<file path="config.mk">
export PLATFORM = sky130hd
export DESIGN_NAME = twi_regptr_slave
export DESIGN_NICKNAME = d
export VERILOG_FILES = /design/src/rtl/twi_pkg.sv /design/src/rtl/twi_line_monitor.sv /design/src/rtl/twi_lowclk_timer.sv /design/src/rtl/twi_slave_fsm.sv /design/src/rtl/twi_regptr_slave.sv
export SDC_FILE = /design/constraint.sdc
export NUM_CORES = 1
export LEC_CHECK = 0
export ABC_AREA = 1
export CAP_MARGIN = 20
export CORE_ASPECT_RATIO = 0.8
export CORE_MARGIN = 5
export CORE_UTILIZATION = 57
export CTS_BUF_LIST = sky130_fd_sc_hd__clkbuf_16
export DETAILED_ROUTE_END_ITERATION = 12
export GPL_TIMING_DRIVEN = 0
export PLACE_DENSITY = 0.8
export RECOVER_POWER = 25
export SYNTH_ARGS = -nofsm -noshare
export SYNTH_HDL_FRONTEND = slang
export SYNTH_SLANG_ARGS = --single-unit
</file>
<file path="constraint.sdc">
create_clock -name clk -period 1.8 [get_ports clk]
set_input_delay 0.45 -clock clk [delete_from_list [all_inputs] [get_ports clk]]
set_output_delay 0.45 -clock clk [all_outputs]
set_load 0.01 [all_outputs]
</file>
<file path="src/rtl/twi_pkg.sv">
package twi_pkg;

  localparam int unsigned BYTE_W  = 8;
  localparam int unsigned WORD_W  = 16;
  localparam int unsigned STRAP_W = 3;
  localparam int unsigned PRE_W   = BYTE_W - STRAP_W - 1;
  localparam logic [PRE_W-1:0] PREAMBLE = 4'b0011;

  typedef enum logic [3:0] {
    PH_IDLE,
    PH_ADDR,
    PH_PTR,
    PH_WHI,
    PH_WLO,
    PH_WEXTRA,
    PH_RSTART,
    PH_RHI,
    PH_RLO,
    PH_RDONE,
    PH_IGNORE
  } phase_t;

  // Address byte: preamble in the top bits, straps next, direction in bit 0.
  function automatic logic addr_hit(input logic [BYTE_W-1:0] b,
                                    input logic [STRAP_W-1:0] strap);
    return (b[BYTE_W-1 -: PRE_W] == PREAMBLE) && (b[STRAP_W:1] == strap);
  endfunction

  function automatic logic ptr_in_range(input logic [BYTE_W-1:0] p,
                                        input int unsigned nreg);
    return {{(32-BYTE_W){1'b0}}, p} < nreg;
  endfunction

endpackage

</file>
<file path="src/rtl/twi_line_monitor.sv">
module twi_line_monitor (
  input  logic clk,
  input  logic rst_n,
  input  logic scl_i,
  input  logic sda_i,
  output logic scl_rise_o,
  output logic scl_fall_o,
  output logic start_o,
  output logic stop_o
);

  logic scl_q, sda_q;

  always_ff @(posedge clk or negedge rst_n) begin
    if (!rst_n) begin
      scl_q <= 1'b1;
      sda_q <= 1'b1;
    end else begin
      scl_q <= scl_i;
      sda_q <= sda_i;
    end
  end

  assign scl_rise_o = scl_i & ~scl_q;
  assign scl_fall_o = ~scl_i & scl_q;
  // SDA edges while SCL is held high mark frame boundaries.
  assign start_o    = scl_i & scl_q & sda_q & ~sda_i;
  assign stop_o     = scl_i & scl_q & ~sda_q & sda_i;

endmodule

</file>
<file path="src/rtl/twi_lowclk_timer.sv">
module twi_lowclk_timer #(
  parameter int unsigned LIMIT = 3000000
) (
  input  logic clk,
  input  logic rst_n,
  input  logic scl_i,
  input  logic scl_fall_i,
  input  logic busy_i,
  output logic tmo_o
);

  localparam int unsigned CW = $clog2(LIMIT + 1);

  logic [CW-1:0] low_cnt;

  always_ff @(posedge clk or negedge rst_n) begin
    if (!rst_n) begin
      low_cnt <= '0;
    end else if (!busy_i || scl_i || scl_fall_i) begin
      low_cnt <= '0;
    end else if (low_cnt != CW'(LIMIT)) begin
      low_cnt <= low_cnt + CW'(1);
    end
  end

  assign tmo_o = busy_i & ~scl_i & (low_cnt == CW'(LIMIT));

  // a timeout is only ever the end of a stretch of low clock
  a_r8_tmo_after_low: assert property (@(posedge clk) disable iff (!rst_n)
    tmo_o |-> $past(!scl_i));

endmodule

</file>
<file path="src/rtl/twi_slave_fsm.sv">
module twi_slave_fsm
  import twi_pkg::*;
#(
  parameter int unsigned NREG = 8
) (
  input  logic                clk,
  input  logic                rst_n,
  input  logic                scl_lvl_i,
  input  logic                sda_i,
  input  logic                scl_rise_i,
  input  logic                scl_fall_i,
  input  logic                start_i,
  input  logic                stop_i,
  input  logic                tmo_i,
  input  logic [STRAP_W-1:0]  strap_i,
  input  logic [WORD_W-1:0]   rd_data_i,
  output logic                sda_pull_o,
  output logic [BYTE_W-1:0]   reg_addr_o,
  output logic                rd_stb_o,
  output logic                wr_stb_o,
  output logic [WORD_W-1:0]   wr_data_o,
  output logic                busy_o
);

  localparam int unsigned CNT_W = $clog2(BYTE_W + 1);
  localparam logic [CNT_W-1:0] FULL = CNT_W'(BYTE_W);

  phase_t              ph;
  logic [CNT_W-1:0]    bitcnt;
  logic [BYTE_W-1:0]   shreg, ptr, hi_q;
  logic [WORD_W-1:0]   wdata, txw, rd_word;
  logic                in_ack, oe, wr_pend, mack, wr_stb_q;

  // Named internal events
  logic rx_phase, tx_phase, bit_in, byte_in, ack_end, tx_load, ptr_ok, commit;

  assign rx_phase = (ph == PH_ADDR) || (ph == PH_PTR) || (ph == PH_WHI) ||
                    (ph == PH_WLO)  || (ph == PH_WEXTRA);
  assign tx_phase = (ph == PH_RHI) || (ph == PH_RLO);
  assign bit_in   = scl_rise_i & ~in_ack & rx_phase & (bitcnt != FULL);
  assign byte_in  = scl_fall_i & ~in_ack & rx_phase & (bitcnt == FULL);
  assign ack_end  = scl_fall_i & in_ack;
  assign tx_load  = ack_end & (ph == PH_RSTART);
  assign ptr_ok   = ptr_in_range(ptr, NREG);
  assign rd_word  = ptr_ok ? rd_data_i : '0;
  assign commit   = stop_i & wr_pend & ptr_ok;

  always_ff @(posedge clk or negedge rst_n) begin
    if (!rst_n) begin
      ph       <= PH_IDLE;
      bitcnt   <= '0;
      shreg    <= '0;
      ptr      <= '0;
      hi_q     <= '0;
      wdata    <= '0;
      txw      <= '0;
      in_ack   <= 1'b0;
      oe       <= 1'b0;
      wr_pend  <= 1'b0;
      mack     <= 1'b0;
      wr_stb_q <= 1'b0;
    end else begin
      wr_stb_q <= commit;
      if (tmo_i || start_i || stop_i) begin
        ph      <= start_i ? PH_ADDR : PH_IDLE;
        oe      <= 1'b0;
        in_ack  <= 1'b0;
        wr_pend <= 1'b0;
        bitcnt  <= '0;
      end else begin
        // receive direction
        if (bit_in) begin
          shreg  <= {shreg[BYTE_W-2:0], sda_i};
          bitcnt <= bitcnt + CNT_W'(1);
        end
        if (byte_in) begin
          in_ack <= 1'b1;
          oe     <= 1'b1;
          unique case (ph)
            PH_ADDR: begin
              if (addr_hit(shreg, strap_i)) begin
                ph <= shreg[0] ? PH_RSTART : PH_PTR;
              end else begin
                ph     <= PH_IGNORE;
                oe     <= 1'b0;
                in_ack <= 1'b0;
              end
            end
            PH_PTR: begin
              ptr <= shreg;
              ph  <= PH_WHI;
            end
            PH_WHI: begin
              hi_q <= shreg;
              ph   <= PH_WLO;
            end
            PH_WLO: begin
              wdata   <= {hi_q, shreg};
              wr_pend <= 1'b1;
              ph      <= PH_WEXTRA;
            end
            default: oe <= 1'b0;
          endcase
        end
        // transmit direction
        if (tx_phase && !in_ack && scl_rise_i) begin
          bitcnt <= bitcnt + CNT_W'(1);
        end
        if (tx_phase && !in_ack && scl_fall_i) begin
          if (bitcnt == FULL) begin
            oe     <= 1'b0;
            in_ack <= 1'b1;
          end else begin
            txw <= {txw[WORD_W-2:0], 1'b0};
            oe  <= ~txw[WORD_W-2];
          end
        end
        if (in_ack && scl_rise_i) begin
          mack <= ~sda_i;
        end
        if (ack_end) begin
          in_ack <= 1'b0;
          bitcnt <= '0;
          oe     <= 1'b0;
          unique case (ph)
            PH_RSTART: begin
              txw <= rd_word;
              oe  <= ~rd_word[WORD_W-1];
              ph  <= PH_RHI;
            end
            PH_RHI: begin
              if (mack) begin
                txw <= {txw[WORD_W-2:0], 1'b0};
                oe  <= ~txw[WORD_W-2];
                ph  <= PH_RLO;
              end else begin
                ph <= PH_RDONE;
              end
            end
            PH_RLO:  ph <= PH_RDONE;
            default: ;
          endcase
        end
      end
    end
  end

  assign sda_pull_o = oe;
  assign reg_addr_o = ptr;
  assign rd_stb_o   = tx_load;
  assign wr_stb_o   = wr_stb_q;
  assign wr_data_o  = wdata;
  assign busy_o     = (ph != PH_IDLE);

  // drive changes only in the low half of the clock, or on a bus reset
  a_r9_drive_moves_scl_low: assert property (@(posedge clk) disable iff (!rst_n)
    !$stable(oe) |-> (!$past(scl_lvl_i) || $past(start_i || stop_i || tmo_i)));

  // a commit pulse always comes right after a STOP
  a_r2_commit_after_stop: assert property (@(posedge clk) disable iff (!rst_n)
    wr_stb_o |-> $past(stop_i));

  // nothing outside the register bank is ever written
  a_r7_commit_in_range: assert property (@(posedge clk) disable iff (!rst_n)
    wr_stb_o |-> ptr_in_range(reg_addr_o, NREG));

  // SDA released right after a timeout
  a_r8_release_on_tmo: assert property (@(posedge clk) disable iff (!rst_n)
    tmo_i |=> !sda_pull_o);

  // a slave that lost the address match stays silent
  a_r1_silent_ignored: assert property (@(posedge clk) disable iff (!rst_n)
    (ph == PH_IGNORE) |-> !sda_pull_o);

endmodule

</file>
<file path="src/rtl/twi_regptr_slave.sv">
module twi_regptr_slave
  import twi_pkg::*;
#(
  parameter int unsigned NREG        = 8,
  parameter int unsigned TIMEOUT_CYC = 3000000
) (
  input  logic        clk,
  input  logic        rst_n,
  input  logic        scl_i,
  input  logic        sda_i,
  input  logic [2:0]  strap_i,
  output logic        sda_pull_o,
  output logic [7:0]  reg_addr_o,
  input  logic [15:0] rd_data_i,
  output logic        rd_stb_o,
  output logic        wr_stb_o,
  output logic [15:0] wr_data_o
);

  logic scl_rise, scl_fall, start_evt, stop_evt, tmo_evt, busy;

  twi_line_monitor i_mon (
    .clk        (clk),
    .rst_n      (rst_n),
    .scl_i      (scl_i),
    .sda_i      (sda_i),
    .scl_rise_o (scl_rise),
    .scl_fall_o (scl_fall),
    .start_o    (start_evt),
    .stop_o     (stop_evt)
  );

  generate
    if (TIMEOUT_CYC > 0) begin : g_tmo
      twi_lowclk_timer #(.LIMIT(TIMEOUT_CYC)) i_tmr (
        .clk        (clk),
        .rst_n      (rst_n),
        .scl_i      (scl_i),
        .scl_fall_i (scl_fall),
        .busy_i     (busy),
        .tmo_o      (tmo_evt)
      );
    end else begin : g_no_tmo
      assign tmo_evt = 1'b0;
    end
  endgenerate

  twi_slave_fsm #(.NREG(NREG)) i_fsm (
    .clk        (clk),
    .rst_n      (rst_n),
    .scl_lvl_i  (scl_i),
    .sda_i      (sda_i),
    .scl_rise_i (scl_rise),
    .scl_fall_i (scl_fall),
    .start_i    (start_evt),
    .stop_i     (stop_evt),
    .tmo_i      (tmo_evt),
    .strap_i    (strap_i),
    .rd_data_i  (rd_data_i),
    .sda_pull_o (sda_pull_o),
    .reg_addr_o (reg_addr_o),
    .rd_stb_o   (rd_stb_o),
    .wr_stb_o   (wr_stb_o),
    .wr_data_o  (wr_data_o),
    .busy_o     (busy)
  );

endmodule

</file>
## After elaboration in Yosys (flattened, before gate mapping)

Cells that the tools add are included.

| word-level totals | value |
|---|---|
| register bits after elaboration | 93 |
| input bits | 23 |
| output and inout bits | 27 |
| word-level logic and storage cells | 127 |

| cells by class | value |
|---|---|
| add/subtract/negate cells | 2 |
| magnitude comparators | 1 |
| equality and inequality tests | 14 |
| muxes and demuxes | 39 |
| bitwise logic cells | 27 |
| reductions and logical operators | 29 |

Operator list:

| cell | count |
|---|---|
| 16-bit 2-to-1 mux | 5 |
| 22-bit 2-to-1 mux | 2 |
| 4-bit 2-to-1 mux | 8 |
| 16-bit one-hot mux with 2 select lines | 1 |
| 22-bit by 1-bit adder with 22-bit output, second input constant | 1 |
| 22-bit equality test, second input constant | 1 |
| 22-bit inequality test, second input constant | 1 |
| 1-bit AND | 19 |
| 1-bit 2-to-1 mux | 18 |
| 4-bit by 3-bit equality test with 1-bit output, second input constant | 4 |
| 4-bit one-hot mux with 4 select lines | 1 |
| 4-bit by 2-bit equality test with 1-bit output, second input constant | 3 |
| 4-bit one-hot mux with 3 select lines | 1 |
| 4-bit nonzero test | 3 |
| 1-bit logical OR | 9 |
| 3-bit AND reduction | 3 |
| 4-bit equality test, second input constant | 2 |
| 8-bit by 4-bit less-than comparator with 1-bit output, second input constant | 1 |
| 1-bit inverter | 8 |
| 2-bit AND reduction | 3 |
| 2-bit nonzero test | 3 |
| 1-bit logical AND | 5 |
| 4-bit by 1-bit adder with 4-bit output, second input constant | 1 |
| 4-bit by 1-bit equality test with 1-bit output, second input constant | 1 |
| other kinds (6) | 8 |

## Logic depth before layout (Yosys ltp)

Gate-level depths: netlist (run 1).

| logic depth | value |
|---|---|
| word-level depth | 12 |
| depth in mapped cells | 12 |
| mapped depth without buffers | 11 |

## By module

Synthesis (run 1) repeated with hierarchy kept, for this count alone.

| unflattened totals | value |
|---|---|
| cell total of the unflattened synthesis | 747 |
| area, all modules | 5352.6 um^2 |

Modules (own cells, without submodules):

| module | instances | cells each | area each (um^2) | seq. area each (um^2) |
|---|---|---|---|---|
| twi_slave_fsm | 1 | 516 | 3816.2 | 1701.6 |
| twi_lowclk_timer | 1 | 218 | 1442.6 | 550.5 |
| twi_line_monitor | 1 | 13 | 93.8 | 52.6 |

## Worst setup path before layout (run 1)

OpenSTA, ideal clock, no wires.

| path | value |
|---|---|
| kind | register to register |
| start | register i_fsm.bitcnt[0] |
| end | register i_fsm.wdata[5], in the netlist i_fsm.wr_data_o[5] |
| setup time | 0.065 ns |
| data arrival time | 1.624 ns |
| required time | 1.735 ns |
| slack | 0.111 ns |
| cell stages (with the launch flop) | 12 |
| buffers on the path | 1 |
| clock period less this slack | 1.689 ns |
| cell sequence | dfrtp_1 inv_1 ha_1 nand3_1 nor2_2 nand2_4 nor2_4 inv_2 nor2_4 buf_4 nand2_1 nand2_1 |

| between the ends | value |
|---|---|
| longest elaborated chain between the ends | 3 |

Ends and longest elaborated chain:

| element | line | RTL |
|---|---|---|
| start, declared | twi_slave_fsm.sv:29 | `logic [CNT_W-1:0] bitcnt;` |
| start signal, assigned | twi_slave_fsm.sv:74 | `bitcnt <= bitcnt + CNT_W'(1);` |
| start signal, assigned | twi_slave_fsm.sv:107 | `bitcnt <= bitcnt + CNT_W'(1);` |
| 4-bit equality test | twi_slave_fsm.sv:41 | `assign byte_in = scl_fall_i & ~in_ack & rx_phase & (bitcnt == FULL);` |
| 1-bit AND | twi_slave_fsm.sv:41 |  |
| 3-bit AND reduction (no line) | n/a |  |
| end signal, assigned | twi_slave_fsm.sv:98 | `wdata <= {hi_q, shreg};` |
| end, declared | twi_slave_fsm.sv:31 | `logic [WORD_W-1:0] wdata, txw, rd_word;` |

No other way between the ends.
A chain may end at the register's enable or synchronous reset.

## Final worst setup path (run 1)

| path | value |
|---|---|
| start | register i_fsm.ptr[4], in the netlist i_fsm.reg_addr_o[4] |
| end | output port reg_addr_o[4] |

RTL lines:

| element | line | RTL |
|---|---|---|
| start, declared | twi_slave_fsm.sv:30 | `logic [BYTE_W-1:0] shreg, ptr, hi_q;` |
| start signal, assigned | twi_slave_fsm.sv:90 | `ptr <= shreg;` |
| end, declared | twi_regptr_slave.sv:13 | `output logic [7:0] reg_addr_o,` |

No word-level cell between the ends.

==> results.cfg, run 1 <==
[run_status]
status = complete, no violations

[cts]
cts_tree = yes
clk_path_buf_depth = 2
clock-sinks = 92
htreeDepth = 3
clk_pin_slew_ns = 0.07
holdBufCountCts = 0
clk_latency_ns = 0.34
cts-root-buf = clkbuf_16
numCtsBuffers = 9

[place]
gp_congestion = 0.934
dp_hpwl_mm = 8.07
dp.cells = 788
post_dp_cell_area_sq_um = 5350
numPortBuffers = 49

[floorplan]
die_w_um = 112
fp.dieArea_sq_um = 10200
start_util_pct = 58.9
die_y_um = 91.2
core_sq_um = 7980
io_pins = 50
rows = 29

[synthesis]
synth_area_leaders = dfrtp_1 (48%), nand2_1 (20%), nand3_1 (6.1%), inv_1 (4.5%), nor2_1 (4.3%)
netlist_area_sq_um = 4700
synth_area_leader_cell = dfrtp_1
ys.flop_type = dfrtp_1
postSynthCellCount = 630
synth-edff-count = 0
syn_area_per_cell_sq_um = 7.46
yosys.area_share.xor_xnor_pct = 0.931
synthDistinctLibCells = 36
synth-compound-area-share_pct = 5.22
seq_area_frac_synth_pct = 49.0
yosys.area_share.simple_pct = 37.0
ys_ff_latch = 92
synth.top_cell.area_share_pct = 47.9
synth_top_family_by_area = simple AND/OR/NAND/NOR gates
synthAdderAreaFrac_pct = 1.06
async_reset_ff_share_pct = 100
muxShareOfSynthArea_pct = 0
synth_common_cells = nand2_1 (247), dfrtp_1 (90), nand3_1 (57)
synth_nets = 657
synth_most_common_cell = nand2_1
yosys_warnings = 0

[worst_setup_path]
cp_slowest_cell = clkdlybuf4s50_1
crit_required_ns = 1.35
cp_max_fo = 3
crit_type = reg2out
crit_buf_inv = 1
slowest_delay_ns = 0.57
crit_arrival_ns = 1.33
endpoint_kind = output pin
cp_top_family = buffers and inverters
path_cells = clkdlybuf4s50_1
worstSetupStartpointType = register

[detailed_routing]
ant_nets = 0
first_iter_violations = 365
drc_errors = 0
routedWlPerCell_um = 14.5
drtPass1Iterations = 5
routed_wl_mm = 11.9
dr_total_vias = 4442
vias_per_cell = 5.40

[hold_path]
hold_path.class = in2async

[job]
cap_violations = 0

[final_layout]
stdcell_count = 822
fin_area_sq_um = 6080
antenna-diode-count = 0
syn_to_final_growth_pct = 29.4
drive_gt1_share_pct = 16.5
fin_nets = 736

[sta]
worst-slew-pin-transition_ns = 0.567
period_needed_ns = 1.78
rsz0062_at_grt = true
fin_crit_sh_pct = 98.8
slew_violations = 0
finalClockSkew_ns = 0.00934
maxSlewHeadroom_pct = 62.2
final_hold_viol_count = 0
timing.fmax_mhz = 562
finalSetupViolCount = 0

[global_route]
grt_overflow = 0
grt_usage_pct = 23.1
grt_pass1_vias = 4102
grt_pass1_wl_mm = 19.3
antenna_found_initial = 0
grt_max_degree = 51

[power_and_ir_drop]
cellPowerDensity_nw_per_um2 = 849
ir_worst_vdd_mv = 0.617
leakage_uw = 0.00304
==> routing by layer <==
layer,up-vias,part of all wire [%],GRT usage (%)
met1,2104,44,31.8
met5,-,0,0
met4,0,1.6,6.69
li1,2157,-,-
met2,163,48,37.6
met3,18,6.6,4.58
==> through the flow <==
step / util, % / total power [uW] / worst slack (ns) / hold slack (ns) / TNS, ns
floorplan: - / 2800 / 0.111 / 0.154 / 0
global placement: 66.7 / 3060 / -2.99 / 0.453 / -307.36
detailed placement: 67.1 / 3110 / -0.791 / 0.459 / -38.21
CTS: 72.2 / 5030 / -0.0319 / 0.120 / -0.296
global route: 76.2 / 5420 / -0.0429 / 0.150 / -0.674
finish: 76.2 / 5160 / 0.0210 / 0.0995 / 0
==> layout make-up <==
| cell class | count | area, sq um |
|---|---|---|
| sequential | 92 | 2310 |
| clock buffer | 9 | 225 |
| tap | 108 | 135 |
| fill | 602 | 1900 |
| timing repair buffer | 69 | 672 |
| multi-input combinational | 462 | 2310 |
| inverter | 64 | 243 |
| buffer | 11 | 115 |
| clock inverter | 7 | 72.6 |
==> what timing repair did <==
item                       CTS  global route
cloned                       0             1
resized for setup           27            60
pin swaps                    7             7
setup buffers                7            11
setup endpoints to repair   53            68
==> state kept, by name, indices dropped and copies added (netlist names) <==
| signal | count |
|---|---|
| i_fsm.shreg | 8 |
| i_fsm.ph | 4 |
| i_fsm.txw | 15 |
| i_mon.sda_q | 1 |
| g_tmo.i_tmr.low_cnt | 22 |
| i_fsm.hi_q | 8 |
| i_fsm.in_ack | 1 |
| i_fsm.wr_data_o | 16 |
| i_fsm.wr_stb_o | 1 |
| i_fsm.mack | 1 |
| i_mon.scl_q | 1 |
| i_fsm.sda_pull_o | 1 |
| i_fsm.bitcnt | 4 |
| i_fsm.reg_addr_o | 8 |
| i_fsm.wr_pend | 1 |
==> logic make-up (layout without fill, tap and decap cells) <==
| kind of cell | Yosys count | count (layout) |
|---|---|---|
| flops | 92 | 92 |
| buf+inv | 76 | 160 |
| fa+ha+maj | 4 | 4 |
| xor+xnor | 5 | 5 |
| simple gates | 407 | 407 |
| compound gates | 46 | 46 |
==> layout by cell type, fill, tap and decap left out, types with 12 or more instances in the layout <==
cell type,synthesis,layout
nor2_1,54,46
inv_1,56,48
nor3_1,15,12
nand4_1,12,12
clkdlybuf4s50_1,0,46
nand2_1,247,240
nand3_1,57,46
buf_4,4,19
a21oi_1,13,13
o21ai_0,26,26
dfrtp_1,90,88
inv_2,7,14
==> final timing paths <==
check                                      to  slack [ns]  depth (start not counted)           startpoint
max                             reg_addr_o[4]        0.02                          1  i_fsm.reg_addr_o[4]
min reg2reg                i_fsm.wr_data_o[6]        0.47                          2   i_fsm.wr_data_o[6]
min                        i_fsm.wr_data_o[2]         0.1                          1                rst_n
min in group clk                  i_mon.scl_q        0.29                          1                scl_i
max reg2reg                       i_fsm.ph[1]        0.04                         10          i_mon.scl_q
max in group asynchronous         i_mon.sda_q        1.00                          2                rst_n
==> report_power, final <==
group	switching, uW	total [uW]	internal [uW]
logic	459	793	334
clock network	818	1900	1080
registers	242	2470	2230
Note: power is estimated with default switching activity, not from simulation.
==> run 2: changes to the inputs <==
--- a/config.mk
+++ b/config.mk
@@ -9,11 +9,12 @@
 export CAP_MARGIN = 20
 export CORE_ASPECT_RATIO = 0.8
 export CORE_MARGIN = 5
-export CORE_UTILIZATION = 57
+export CORE_UTILIZATION = 45
 export CTS_BUF_LIST = sky130_fd_sc_hd__clkbuf_16
+export CTS_CLUSTER_DIAMETER = 60
 export DETAILED_ROUTE_END_ITERATION = 12
 export GPL_TIMING_DRIVEN = 0
-export PLACE_DENSITY = 0.8
+export PLACE_DENSITY = 0.66
 export RECOVER_POWER = 25
 export SYNTH_ARGS = -nofsm -noshare
 export SYNTH_HDL_FRONTEND = slang
==> run 2 against run 1 <==
  * Via count shrank 2.3%
  * Cell count up 3.9%
  * Core utilization decreased by 16 points
  * Flip-flop and latch count stayed put
  * Critical endpoint is now rd_stb_o
  * Register-to-register slack about the same
  * Sequential share of layout area shrank 0.79 points
  * Largest power group unchanged
  * Routed wire length shrank 1.1%
  * Non-clock buffer count is the same
  * Design area increased by 2.1%
  * Critical path depth grew 4
  * Largest cell class unchanged
  * Total power shrank 0.28%
==> results.cfg, run 2 (same netlist as run 1, synthesis figures left out) <==
[worst_setup_path]
cp_max_fo = 7
slowest_delay_ns = 0.32
crit_required_ns = 1.35
path_cells = dlygate4sd2_1 > inv_1 > nand3_4 > nor2_2 > buf_2
crit_type = in2out
endpoint_kind = output pin
worstSetupStartpointType = input port
crit_arrival_ns = 1.33
cp_slowest_cell = dlygate4sd2_1

[final_layout]
final_common_cell = nand2_1
fin_util_pct = 60.6
drive_gt1_share_pct = 18.3
regMostFlops = g_tmo.i_tmr.low_cnt
antenna-diode-count = 0
largest_reg_flops = 22
fin_nets = 736
syn_to_final_growth_pct = 32.1
final_cell_mix = nand2_1 (228), dfrtp_1 (89), inv_1 (51), nor2_1 (47), clkdlybuf4s50_1 (44)

[cts]
clk_latency_ns = 0.35
clk_path_buf_depth = 2
cts-root-buf = clkbuf_16
clock-sinks = 92
numCtsBuffers = 9
holdBufCountCts = 0
htreeDepth = 3
cts_tree = yes
clk_pin_slew_ns = 0.07

[sta]
setup_tns_ns = 0
slew_violations = 0
finalClockSkew_ns = 0.00877
final_hold_viol_count = 0
worst-slew-pin-transition_ns = 0.925
rsz0062_at_grt = true
finalSetupViolCount = 0
maxSlewHeadroom_pct = 38.3
holdWs_ns = 0.222
period_needed_ns = 1.78
fin_crit_sh_pct = 99.0
timing.fmax_mhz = 561

[detailed_routing]
ant_nets = 0
first_iter_violations = 371
routedWlPerCell_um = 13.8
drc_errors = 0
routed_wl_mm = 11.8
vias_per_cell = 5.08
drtPass1Iterations = 5
dr_total_vias = 4340

[floorplan]
start_util_pct = 45.9
die_y_um = 101
core_sq_um = 10200
rows = 33
fp.dieArea_sq_um = 12600
io_pins = 50
die_w_um = 124

[place]
dp_hpwl_mm = 8.09
gp_congestion = 0.971
numPortBuffers = 49

[global_route]
grt_util_met3_pct = 5.22
busiest_layer = met2
grt_max_degree = 57
antenna_found_initial = 0
grt_pass1_wl_mm = 19.3
gr-usage-met2_pct = 29.1
grt_overflow = 0
grt_usage_pct = 18.7
grt_pass1_vias = 4049
grtUsageMet1_pct = 25.5

[hold_path]
hold_path.class = in2async

[power_and_ir_drop]
cellPowerDensity_nw_per_um2 = 829
leakage_uw = 0.00311
ir_worst_vdd_mv = 0.676

[job]
cap_violations = 0

[run_status]
status = complete, no violations
==> run 2: final cells by class <==
| cell class | count | area (sq um) |
|---|---|---|
| fill | 938 | 4030 |
| multi-input combinational | 462 | 2350 |
| sequential | 92 | 2310 |
| timing repair buffer | 69 | 712 |
| inverter | 64 | 243 |
| clock buffer | 9 | 225 |
| tap | 140 | 175 |
| buffer | 11 | 119 |
| clock inverter | 7 | 80.1 |
==> run 2: what timing repair did <==
item | 4_1_cts | 5_1_grt
buffers inserted | 8 | 7
resized for setup | 29 | 71
pin swaps | 5 | 32
setup endpoints to repair | 52 | 69
cloned | 0 | 4
==> run 2: per-stage QoR <==
| stage | setup WS (ns) | instances | instance area (sq um) | power (uW) |
|---|---|---|---|---|
| 3_3_place_gp | -3.10 | 819 | 5370 | 3070 |
| 4_1_cts | 0.00331 | 843 | 5830 | 5110 |
| 2_1_floorplan | 0.111 | 630 | 4700 | 2800 |
| 6_report | 0.0173 | 854 | 6210 | 5150 |
| 3_5_place_dp | -0.765 | 820 | 5390 | 3110 |
| 5_1_grt | -0.0669 | 854 | 6210 | 5410 |
==> run 2: worst paths after layout <==
path	endpoint	cells past startpoint	startpoint	slack [ns]
min	i_fsm.wr_data_o[4]	1	rst_n	0.22
max reg2reg	i_fsm.hi_q[0]	8	i_mon.scl_q	0.05
min reg2reg	i_fsm.wr_data_o[0]	2	i_fsm.wr_data_o[0]	0.47
min in group clk	i_mon.scl_q	1	scl_i	0.46
max in group asynchronous	i_fsm.ph[1]	2	rst_n	0.29
max	rd_stb_o	5	scl_i	0.02
==> run 2: power by group <==
part	internal [uW]	switching, uW
logic	292	425
registers	2230	253
clock network	1100	854
==> run 2: layer usage <==
| metal | part of all wire, % | up-vias |
|---|---|---|
| li1 | - | 2167 |
| met1 | 48 | 2055 |
| met2 | 45 | 106 |
| met3 | 5.1 | 12 |
| met4 | 1.3 | 0 |
| met5 | 0 | - |
==> run 2: worst max-delay path, delay by kind of cell <==
kind | cells | cell delay (ns)
AND/OR/NAND/NOR | 2 | 0.25
buffers and inverters | 3 | 0.62
